**src/rtl/frame_loader_pkg.sv**
```systemverilog
`timescale 1ns/1ps
package frame_loader_pkg;
  localparam int DATA_W = 8;
  localparam int LANES  = 2;
  localparam int WORD_W = DATA_W * LANES;

  typedef enum logic [3:0] {
    S_IDXHI, S_IDXLO, S_RXRST, S_SYNC,
    S_ADRLO, S_ADRHI, S_CNTLO, S_CNTHI,
    S_DATA,  S_SUMLO, S_SUMHI, S_DONE
  } ldState_e;

  typedef struct packed {
    logic [LANES-1:0] ldAdr;
    logic [LANES-1:0] ldCnt;
    logic             takeData;
    logic             ldSumLo;
    logic             clrSum;
  } dpStrobe_t;
endpackage

```
**src/rtl/frame_loader_ctrl.sv**
```systemverilog
`timescale 1ns/1ps
module frame_loader_ctrl
  import frame_loader_pkg::*;
#(
  parameter logic [DATA_W-1:0] SYNC_CODE = 8'h81
) (
  input  logic              clk,
  input  logic              rstN,
  input  logic              indexIn,
  input  logic              rxValid,
  input  logic [DATA_W-1:0] rxData,
  input  logic              cntLast,
  input  logic              sumMatch,
  output dpStrobe_t         strb,
  output logic              rxReset,
  output logic              done,
  output logic              retry
);
  ldState_e state, nextState;
  logic     failNow;
  logic     retryQ;

  always_comb begin
    strb      = '0;
    nextState = state;
    failNow   = 1'b0;
    case (state)
      S_IDXHI: if (indexIn)  nextState = S_IDXLO;
      S_IDXLO: if (!indexIn) nextState = S_RXRST;
      S_RXRST: begin
        strb.clrSum = 1'b1;
        nextState   = S_SYNC;
      end
      S_SYNC: if (rxValid) begin
        if (rxData == SYNC_CODE) nextState = S_ADRLO;
        else begin
          failNow   = 1'b1;
          nextState = S_IDXHI;
        end
      end
      S_ADRLO: if (rxValid) begin
        strb.ldAdr[0] = 1'b1;
        nextState     = S_ADRHI;
      end
      S_ADRHI: if (rxValid) begin
        strb.ldAdr[1] = 1'b1;
        nextState     = S_CNTLO;
      end
      S_CNTLO: if (rxValid) begin
        strb.ldCnt[0] = 1'b1;
        nextState     = S_CNTHI;
      end
      S_CNTHI: if (rxValid) begin
        strb.ldCnt[1] = 1'b1;
        nextState     = S_DATA;
      end
      S_DATA: if (rxValid) begin
        strb.takeData = 1'b1;
        if (cntLast) nextState = S_SUMLO;
      end
      S_SUMLO: if (rxValid) begin
        strb.ldSumLo = 1'b1;
        nextState    = S_SUMHI;
      end
      S_SUMHI: if (rxValid) begin
        if (sumMatch) nextState = S_DONE;
        else begin
          failNow   = 1'b1;
          nextState = S_IDXHI;
        end
      end
      S_DONE:  nextState = S_DONE;
      default: nextState = S_IDXHI;
    endcase
  end

  always_ff @(posedge clk) begin
    if (!rstN) begin
      state  <= S_IDXHI;
      retryQ <= 1'b0;
    end else begin
      state  <= nextState;
      retryQ <= failNow;
    end
  end

  assign rxReset = (state == S_RXRST);
  assign done    = (state == S_DONE);
  assign retry   = retryQ;


  status_excl_chk: assert property (@(posedge clk) disable iff (!rstN)
    $onehot0({done, retry, rxReset}));


  rxreset_after_index_chk: assert property (@(posedge clk) disable iff (!rstN)
    rxReset |-> ($past(state) == S_IDXLO && !$past(indexIn)));


  retry_restart_chk: assert property (@(posedge clk) disable iff (!rstN)
    retry |-> (state == S_IDXHI));


  done_hold_chk: assert property (@(posedge clk) disable iff (!rstN)
    done |=> done);
endmodule

```
**src/rtl/frame_loader_dp.sv**
```systemverilog
`timescale 1ns/1ps
module frame_loader_dp
  import frame_loader_pkg::*;
(
  input  logic              clk,
  input  logic              rstN,
  input  dpStrobe_t         strb,
  input  logic [DATA_W-1:0] rxData,
  output logic              memWe,
  output logic [WORD_W-1:0] memAddr,
  output logic [DATA_W-1:0] memData,
  output logic [WORD_W-1:0] loadAddr,
  output logic              cntLast,
  output logic              sumMatch
);
  logic [WORD_W-1:0] startAddr, ptr, cnt, acc;
  logic [DATA_W-1:0] sumLo;
  logic [WORD_W-1:0] adrMerge, ptrMerge, cntMerge;

  for (genvar g = 0; g < LANES; g++) begin : g_lane
    assign adrMerge[g*DATA_W +: DATA_W] = strb.ldAdr[g] ? rxData : startAddr[g*DATA_W +: DATA_W];
    assign ptrMerge[g*DATA_W +: DATA_W] = strb.ldAdr[g] ? rxData : ptr[g*DATA_W +: DATA_W];
    assign cntMerge[g*DATA_W +: DATA_W] = strb.ldCnt[g] ? rxData : cnt[g*DATA_W +: DATA_W];
  end

  always_ff @(posedge clk) begin
    if (!rstN) begin
      startAddr <= '0;
      ptr       <= '0;
      cnt       <= '0;
      acc       <= '0;
      sumLo     <= '0;
    end else begin
      startAddr <= adrMerge;
      if (strb.takeData) begin
        ptr <= ptr + 1'b1;
        cnt <= cnt - 1'b1;
        acc <= acc + WORD_W'(rxData);
      end else begin
        ptr <= ptrMerge;
        cnt <= cntMerge;
        if (strb.clrSum) acc <= '0;
      end
      if (strb.ldSumLo) sumLo <= rxData;
    end
  end

  assign memWe    = strb.takeData;
  assign memAddr  = ptr;
  assign memData  = rxData;
  assign loadAddr = startAddr;
  assign cntLast  = (cnt == WORD_W'(1));
  assign sumMatch = ({rxData, sumLo} == acc);


  ptr_step_chk: assert property (@(posedge clk) disable iff (!rstN)
    strb.takeData |=> (ptr == $past(ptr) + 1'b1));


  cnt_step_chk: assert property (@(posedge clk) disable iff (!rstN)
    strb.takeData |=> (cnt == $past(cnt) - 1'b1));


  acc_step_chk: assert property (@(posedge clk) disable iff (!rstN)
    strb.takeData |=> (acc == $past(acc) + WORD_W'($past(rxData))));


  start_hold_chk: assert property (@(posedge clk) disable iff (!rstN)
    strb.takeData |=> $stable(startAddr));
endmodule

```
**src/rtl/frame_loader.sv**
```systemverilog
`timescale 1ns/1ps
module frame_loader
  import frame_loader_pkg::*;
#(
  parameter logic [7:0] SYNC_CODE = 8'h81
) (
  input  logic        clk,
  input  logic        rstN,
  input  logic        indexIn,
  input  logic        rxValid,
  input  logic [7:0]  rxData,
  output logic        rxReset,
  output logic [7:0]  syncPattern,
  output logic        memWe,
  output logic [15:0] memAddr,
  output logic [7:0]  memData,
  output logic        done,
  output logic        retry,
  output logic [15:0] loadAddr
);
  dpStrobe_t strb;
  logic      cntLast, sumMatch;

  frame_loader_ctrl #(.SYNC_CODE(SYNC_CODE)) u_ctrl (
    .clk(clk), .rstN(rstN), .indexIn(indexIn), .rxValid(rxValid),
    .rxData(rxData), .cntLast(cntLast), .sumMatch(sumMatch),
    .strb(strb), .rxReset(rxReset), .done(done), .retry(retry)
  );

  frame_loader_dp u_dp (
    .clk(clk), .rstN(rstN), .strb(strb), .rxData(rxData),
    .memWe(memWe), .memAddr(memAddr), .memData(memData),
    .loadAddr(loadAddr), .cntLast(cntLast), .sumMatch(sumMatch)
  );

  assign syncPattern = SYNC_CODE;
endmodule

```
**config.mk**
```make
export PLATFORM = sky130hd
export DESIGN_NAME = frame_loader
export DESIGN_NICKNAME = d
export VERILOG_FILES = /design/src/rtl/frame_loader_pkg.sv /design/src/rtl/frame_loader_ctrl.sv /design/src/rtl/frame_loader_dp.sv /design/src/rtl/frame_loader.sv
export SDC_FILE = /design/constraint.sdc
export NUM_CORES = 1
export LEC_CHECK = 0
export BUFFER_PORTS_ARGS = -buffer_cell sky130_fd_sc_hd__buf_2
export CORE_ASPECT_RATIO = 1.5
export CORE_MARGIN = 3
export CORE_UTILIZATION = 30
export DETAILED_ROUTE_END_ITERATION = 6
export PLACE_DENSITY = 0.47
export SYNTH_ARGS = -nofsm -noshare
export SYNTH_HDL_FRONTEND = slang
export SYNTH_SLANG_ARGS = --single-unit
```
**constraint.sdc**
```tcl
create_clock -name clk -period 6.9 [get_ports clk]
set_input_delay 0.69 -clock clk [delete_from_list [all_inputs] [get_ports clk]]
set_output_delay 0.69 -clock clk [all_outputs]
set_load 0.05 [all_outputs]
```
==> Word level (Yosys, flattened, before mapping) <==
Index checks and enable logic that the tools add are counted.
{ "word_totals": {"elab_cells": 80, "mem_bits_ro": 0, "out_inout_bits": 52, "ramBits": 0, "reg_bits": 77, "inputBits": 12, "latch_bits": 0, "n_memories": 0} }
{ "classes": {"n_addsub": 3, "n_reduce_logical": 7, "shifts": 0, "bitwise_logic": 0, "mux": 35, "n_lt_le_gt_ge": 0, "eq_ne": 25, "n_div": 0, "multipliers": 0} }
{ "ops": {"columns": ["cell", "n"], "rows": [
  ["2-to-1 mux 16 bit", 4],
  ["2-to-1 mux 4 bit", 12],
  ["case mux 4 bit (12 select lines)", 1],
  ["2-to-1 mux 8 bit", 4],
  ["inequality test 2 bit (second input constant)", 11],
  ["adder 16 x 1 -> 16 bit (second input constant)", 1],
  ["adder 16 x 8 -> 16 bit", 1],
  ["== test 16 x 1 -> 1 bit (second input constant)", 1],
  ["== test 16 bit", 1],
  ["== test 4 x 3 -> 1 bit (second input constant)", 4],
  ["== test 4 bit (second input constant)", 4],
  ["subtractor 16 x 1 -> 16 bit (second input constant)", 1],
  ["2-to-1 mux 1 bit", 12],
  ["AND reduction 11 bit", 1],
  ["nonzero test 2 bit", 5],
  ["== test 4 x 2 -> 1 bit (second input constant)", 2],
  ["== test 8 bit (second input constant)", 1],
  ["== test 4 x 1 -> 1 bit (second input constant)", 1],
  ["logical NOT 4 bit", 1],
  ["2-to-1 mux 3 bit", 1],
  ["case mux 1 bit (2 select lines)", 1]
]} }

==> Longest topological paths before layout <==
{ "logic_depth": {"ltp_word": 4, "ltp_mapped": 8} }

==> Hierarchy <==
Synthesis repeated with hierarchy kept, for this count alone.
{ "unflattened": {"hier_cells": 548, "area_unflattened_um2": 4469.3} }
{ "by_module_without_submodules": {"columns": ["module", "instances", "cells_per_inst", "seq_area_each_um2", "area_each_um2"], "rows": [
  ["frame_loader_dp", 1, 475, 1441.4, 3935.0],
  ["frame_loader_ctrl", 1, 63, 100.1, 466.7],
  ["frame_loader", 1, 10, 0.0, 67.6]
]} }

==> Worst setup path after synthesis <==
Ideal clock, no wire load.
{ "synth_path": {"kind": "input -> output", "start": "input port rxValid", "end": "output port memWe", "stages": 5, "t_arrival_ns": 2.087, "n_path_buf": 2, "slack_ns": 4.123, "cell_sequence": "clkbuf_1 > nor3b_1 > nand2_1 > clkinv_1 > clkbuf_1"} }
{ "synth_via": {"elab_chain_cells": 2} }
{ "synth_lines": {"columns": ["element", "line", "text"], "rows": [
  ["start, declared", "frame_loader.sv:10", "input logic rxValid,"],
  ["2-to-1 mux 1 bit", "frame_loader_ctrl.sv:57", "S_DATA: if (rxValid) begin"],
  ["2-to-1 mux 1 bit", "frame_loader_ctrl.sv:27", "case (state)"],
  ["end, declared", "frame_loader.sv:14", "output logic memWe,"]
]} }
No other way between the ends.

==> Worst setup path in the final report <==
{ "layout_path": {"start": "register u_ctrl.state[0]", "end": "output port memWe"} }
{ "layout_via": {"elab_chain_cells": 2} }
{ "layout_lines": {"columns": ["element", "line", "text"], "rows": [
  ["start, declared", "frame_loader_ctrl.sv:19", "ldState_e state, nextState;"],
  ["start signal, assigned", "frame_loader_ctrl.sv:82", "state <= nextState;"],
  ["== test 4 bit", "frame_loader_ctrl.sv:27", null],
  ["2-to-1 mux 1 bit", "frame_loader_ctrl.sv:27", null]
]} }
No other way between the ends.

==> results.py <==
metrics = {
    "detailed_routing": {
        "wire_per_inst_um": 17.3,
        "routed_wl_um": 13700,
        "drtIter0Drc": 336,
        "vias": 4278,
        "drcViolationCount": 0,
        "drt_first_pass_iters": 5,
        "ant_nets": 0,
        "viasPerCell": 5.41,
    },
    "pwr": {
        "ir_drop_v": 0.000116,
        "cellLeakagePower_nw": 1.86,
        "powerDensity_mw_per_mm2": 279,
    },
    "floorplan": {
        "io-pin-count": 64,
        "die_width_um": 105,
        "dieHeight_um": 154,
        "num_rows": 53,
        "die_area_mm2": 0.0161,
        "start_util_pct": 31.0,
        "core_area_mm2": 0.0141,
    },
    "sta": {
        "finalSetupTns_ns": 0,
        "max_freq_ghz": 0.282,
        "timing.final.max_slew_violations": 0,
        "rsz0062_at_grt": "false",
        "period_needed_ns": 3.55,
        "relSlewSlack_pct": 47.3,
        "worstMarginPinSlew_ns": 0.770,
        "setup_viol_count_final": 0,
        "hold_viol": 0,
        "finalCritPeriodShare_pct": 51.4,
        "skew_ns": 0.00714,
    },
    "placement": {
        "dp_hpwl_um": 9620,
        "globalplace.congestion": 0.837,
        "port_buffers": 55,
    },
    "cts": {
        "cts_tree": "yes",
        "clockRootBuffer": "clkbuf_16",
        "clkSinkCount": 77,
        "holdBufCountCts": 0,
        "path_clk_slew_ns": 0.06,
        "cts.path.max_buffers": 2,
        "htree_levels": 3,
        "cts-resized-gates": 0,
        "post_cts_buffers": 0,
        "cts_buffers": 9,
        "worstSkewPairLatency_ns": 0.34,
    },
    "synth": {
        "synthDominantCellAreaShare_pct": 35.2,
        "synth_seq_area_share_pct": 35.2,
        "syn-cell-area_mm2": 0.00438,
        "synth_common_cells": "88 x nand2_1, 77 x dfxtp_1, 42 x a21oi_1",
        "syn_avg_cell_area_um2": 7.79,
        "synth_top_area_cell": "dfxtp_1",
        "synth.ff_latch_count": 77,
        "synth_edf_count": 0,
        "syn_inst": 562,
        "synth_cell_types": 57,
        "synthArstFlopShare_pct": 0,
        "synth.area.top_cells": "dfxtp_1 35%, nand2_1 7.5%, a21oi_1 4.8%, xnor2_1 3.4%, mux2i_1 3.2%",
        "yosysMostFrequentCell": "nand2_1",
        "ys_warn_count": 0,
        "synthFlopType": "dfxtp_1",
    },
    "outcome": {
        "status": "finished, final reports clean",
    },
    "worst_setup_path": {
        "slowest_stage": "clkinv_1",
        "critPathKind": "reg -> out",
        "worstPathMaxFanout": 41,
        "crit_cells": 5,
        "critPathMaxStageDelay_ns": 0.74,
        "worst_setup_path_start_kind": "flop",
        "worstPathArrival_ns": 2.86,
        "rrSetupSlack_ns": 3.94,
        "cp_num_buf_inv": 3,
        "endpoint_kind": "primary output",
        "endpoint": "memWe",
        "crit_chain": "nor2b_1 -> nand2_1 -> buf_4 -> clkinv_1 -> buf_2",
        "crit_start": "u_ctrl.state[0]$_SDFFE_PN0P_",
        "required_ns": 6.21,
        "r2r-start": "u_ctrl.state[0]$_SDFFE_PN0P_",
        "critPathTopFamily": "buffers and inverters",
        "r2r_cells": 7,
        "reg2reg_to": "u_dp.cnt[13]$_SDFFE_PN0P_",
    },
    "min_path": {
        "hp-start": "u_dp.loadAddr[2]$_SDFFE_PN0P_",
        "hp-class": "reg -> reg",
    },
    "layout": {
        "area_delta_synth_final_pct": 14.6,
        "antenna-diode-count": 0,
        "nets": 619,
        "n_fill_cell": 1522,
        "fin_util_pct": 35.5,
        "layout-drive-gt1-share_pct": 13.9,
    },
    "grt": {
        "grt-ovfl-total": 0,
        "antenna_found_initial": 0,
        "grt_max_degree": 61,
        "track_usage_pct": 17.2,
        "grt_pass1_wl_um": 22200,
        "grt_pass1_vias": 4183,
    },
    "run": {
        "maxCapViolations": 0,
    },
}
worst min-delay path by stage:
| stage | cells past startpoint | endpoint | slack [ns] |
|---|---|---|---|
| after floorplan | 1 | u_dp.acc[15]$_SDFFE_PN0P_ | 0.46 |
| after global placement | 2 | u_dp.loadAddr[2]$_SDFFE_PN0P_ | 0.44 |
| after detailed placement | 2 | u_dp.loadAddr[2]$_SDFFE_PN0P_ | 0.45 |
| after CTS | 2 | u_dp.loadAddr[2]$_SDFFE_PN0P_ | 0.46 |
| after global routing | 2 | u_dp.loadAddr[4]$_SDFFE_PN0P_ | 0.47 |
| final | 2 | u_dp.loadAddr[2]$_SDFFE_PN0P_ | 0.45 |
sequential cells by signal (all words and copies together), names as in the netlist:
signal,flops
u_ctrl.state,4
u_dp.loadAddr,16
u_dp.sumLo,8
u_dp.acc,16
u_ctrl.retry,1
u_dp.memAddr,16
u_dp.cnt,16
layout make-up:
cell class | count | area (um^2) | share of cell area, %
Tap cell | 192 | 240 | 4.79
Timing Repair Buffer | 57 | 290 | 5.79
Multi-Input combinational cell | 440 | 2610 | 52.0
Inverter | 10 | 37.5 | 0.748
Clock inverter | 5 | 60.1 | 1.20
Clock buffer | 10 | 239 | 4.76
Sequential cell | 77 | 1540 | 30.7
cell usage in the layout (no fill, tap or decap), types with 4 or more instances in the layout:
| cell | n |
|---|---|
| nor2b_1 | 4 |
| nand2b_1 | 10 |
| xnor2_1 | 17 |
| nor4_1 | 8 |
| a21oi_1 | 42 |
| a211oi_1 | 4 |
| or4_1 | 4 |
| inv_1 | 8 |
| conb_1 | 8 |
| o31ai_1 | 4 |
| o211ai_1 | 6 |
| mux2i_1 | 14 |
| and3_1 | 13 |
| o22ai_1 | 4 |
| nor2_1 | 37 |
| nand3_1 | 22 |
| ha_1 | 11 |
| o21ai_0 | 28 |
| clkbuf_16 | 9 |
| nor3_1 | 19 |
| o21a_1 | 5 |
| xor2_1 | 5 |
| dfxtp_1 | 77 |
| nand3b_1 | 6 |
| a31oi_1 | 19 |
| and2_1 | 4 |
| buf_2 | 55 |
| nand4_1 | 9 |
| or3_1 | 10 |
| nand2_1 | 88 |
cells by family (layout without fill, tap and decap cells):
family	after synthesis	in the layout	share of synthesized area (%)
other	2	8	0.172
multiplexers	14	14	3.20
flip-flops	77	77	35.2
adder cells (fa/ha/maj)	12	12	3.60
AO/OA/AOI/OAI	140	140	20.3
buffers and inverters	51	82	5.74
XOR/XNOR	22	22	4.40
AND/OR/NAND/NOR	244	244	27.4
metrics by stage:
stage          area (um^2)  power [mW]  hold slack, ns  setup slack (ns)  std cells
2_1_floorplan         4400       0.829           0.464              4.12        568
3_3_place_gp          4720       0.918           0.444              3.52        776
3_5_place_dp          4720       0.923           0.446              3.51        776
4_1_cts               5020        1.41           0.455              3.35        791
5_1_grt               5020        1.48           0.469              3.14        791
6_report              5020        1.40           0.453              3.35        791
worst register-to-register path: stages, from the launching register on:
cell	delay, ns
dfxtp_1	0.67
nor2b_1	0.16
nand2_1	0.09
buf_4	0.38
clkinv_1	0.76
nand3_1	0.44
o21ai_0	0.14
a211oi_1	0.23
power breakdown:
group / internal (mW) / total [mW] / switching, mW
combinational: 0.133 / 0.381 / 0.249
clock: 0.289 / 0.482 / 0.193
sequential: 0.479 / 0.535 / 0.0560
total: 0.901 / 1.40 / 0.497
routing by layer:
metal | vias up | GRT usage [%] | part of all wire [%]
li1 | 2086 | - | -
met1 | 2059 | 20.5 | 41
met2 | 112 | 31.0 | 52
met3 | 21 | 2.60 | 4.3
met4 | 0 | 6.38 | 2.3
met5 | - | 0 | 0
Note: power is estimated with default switching activity, not from simulation.
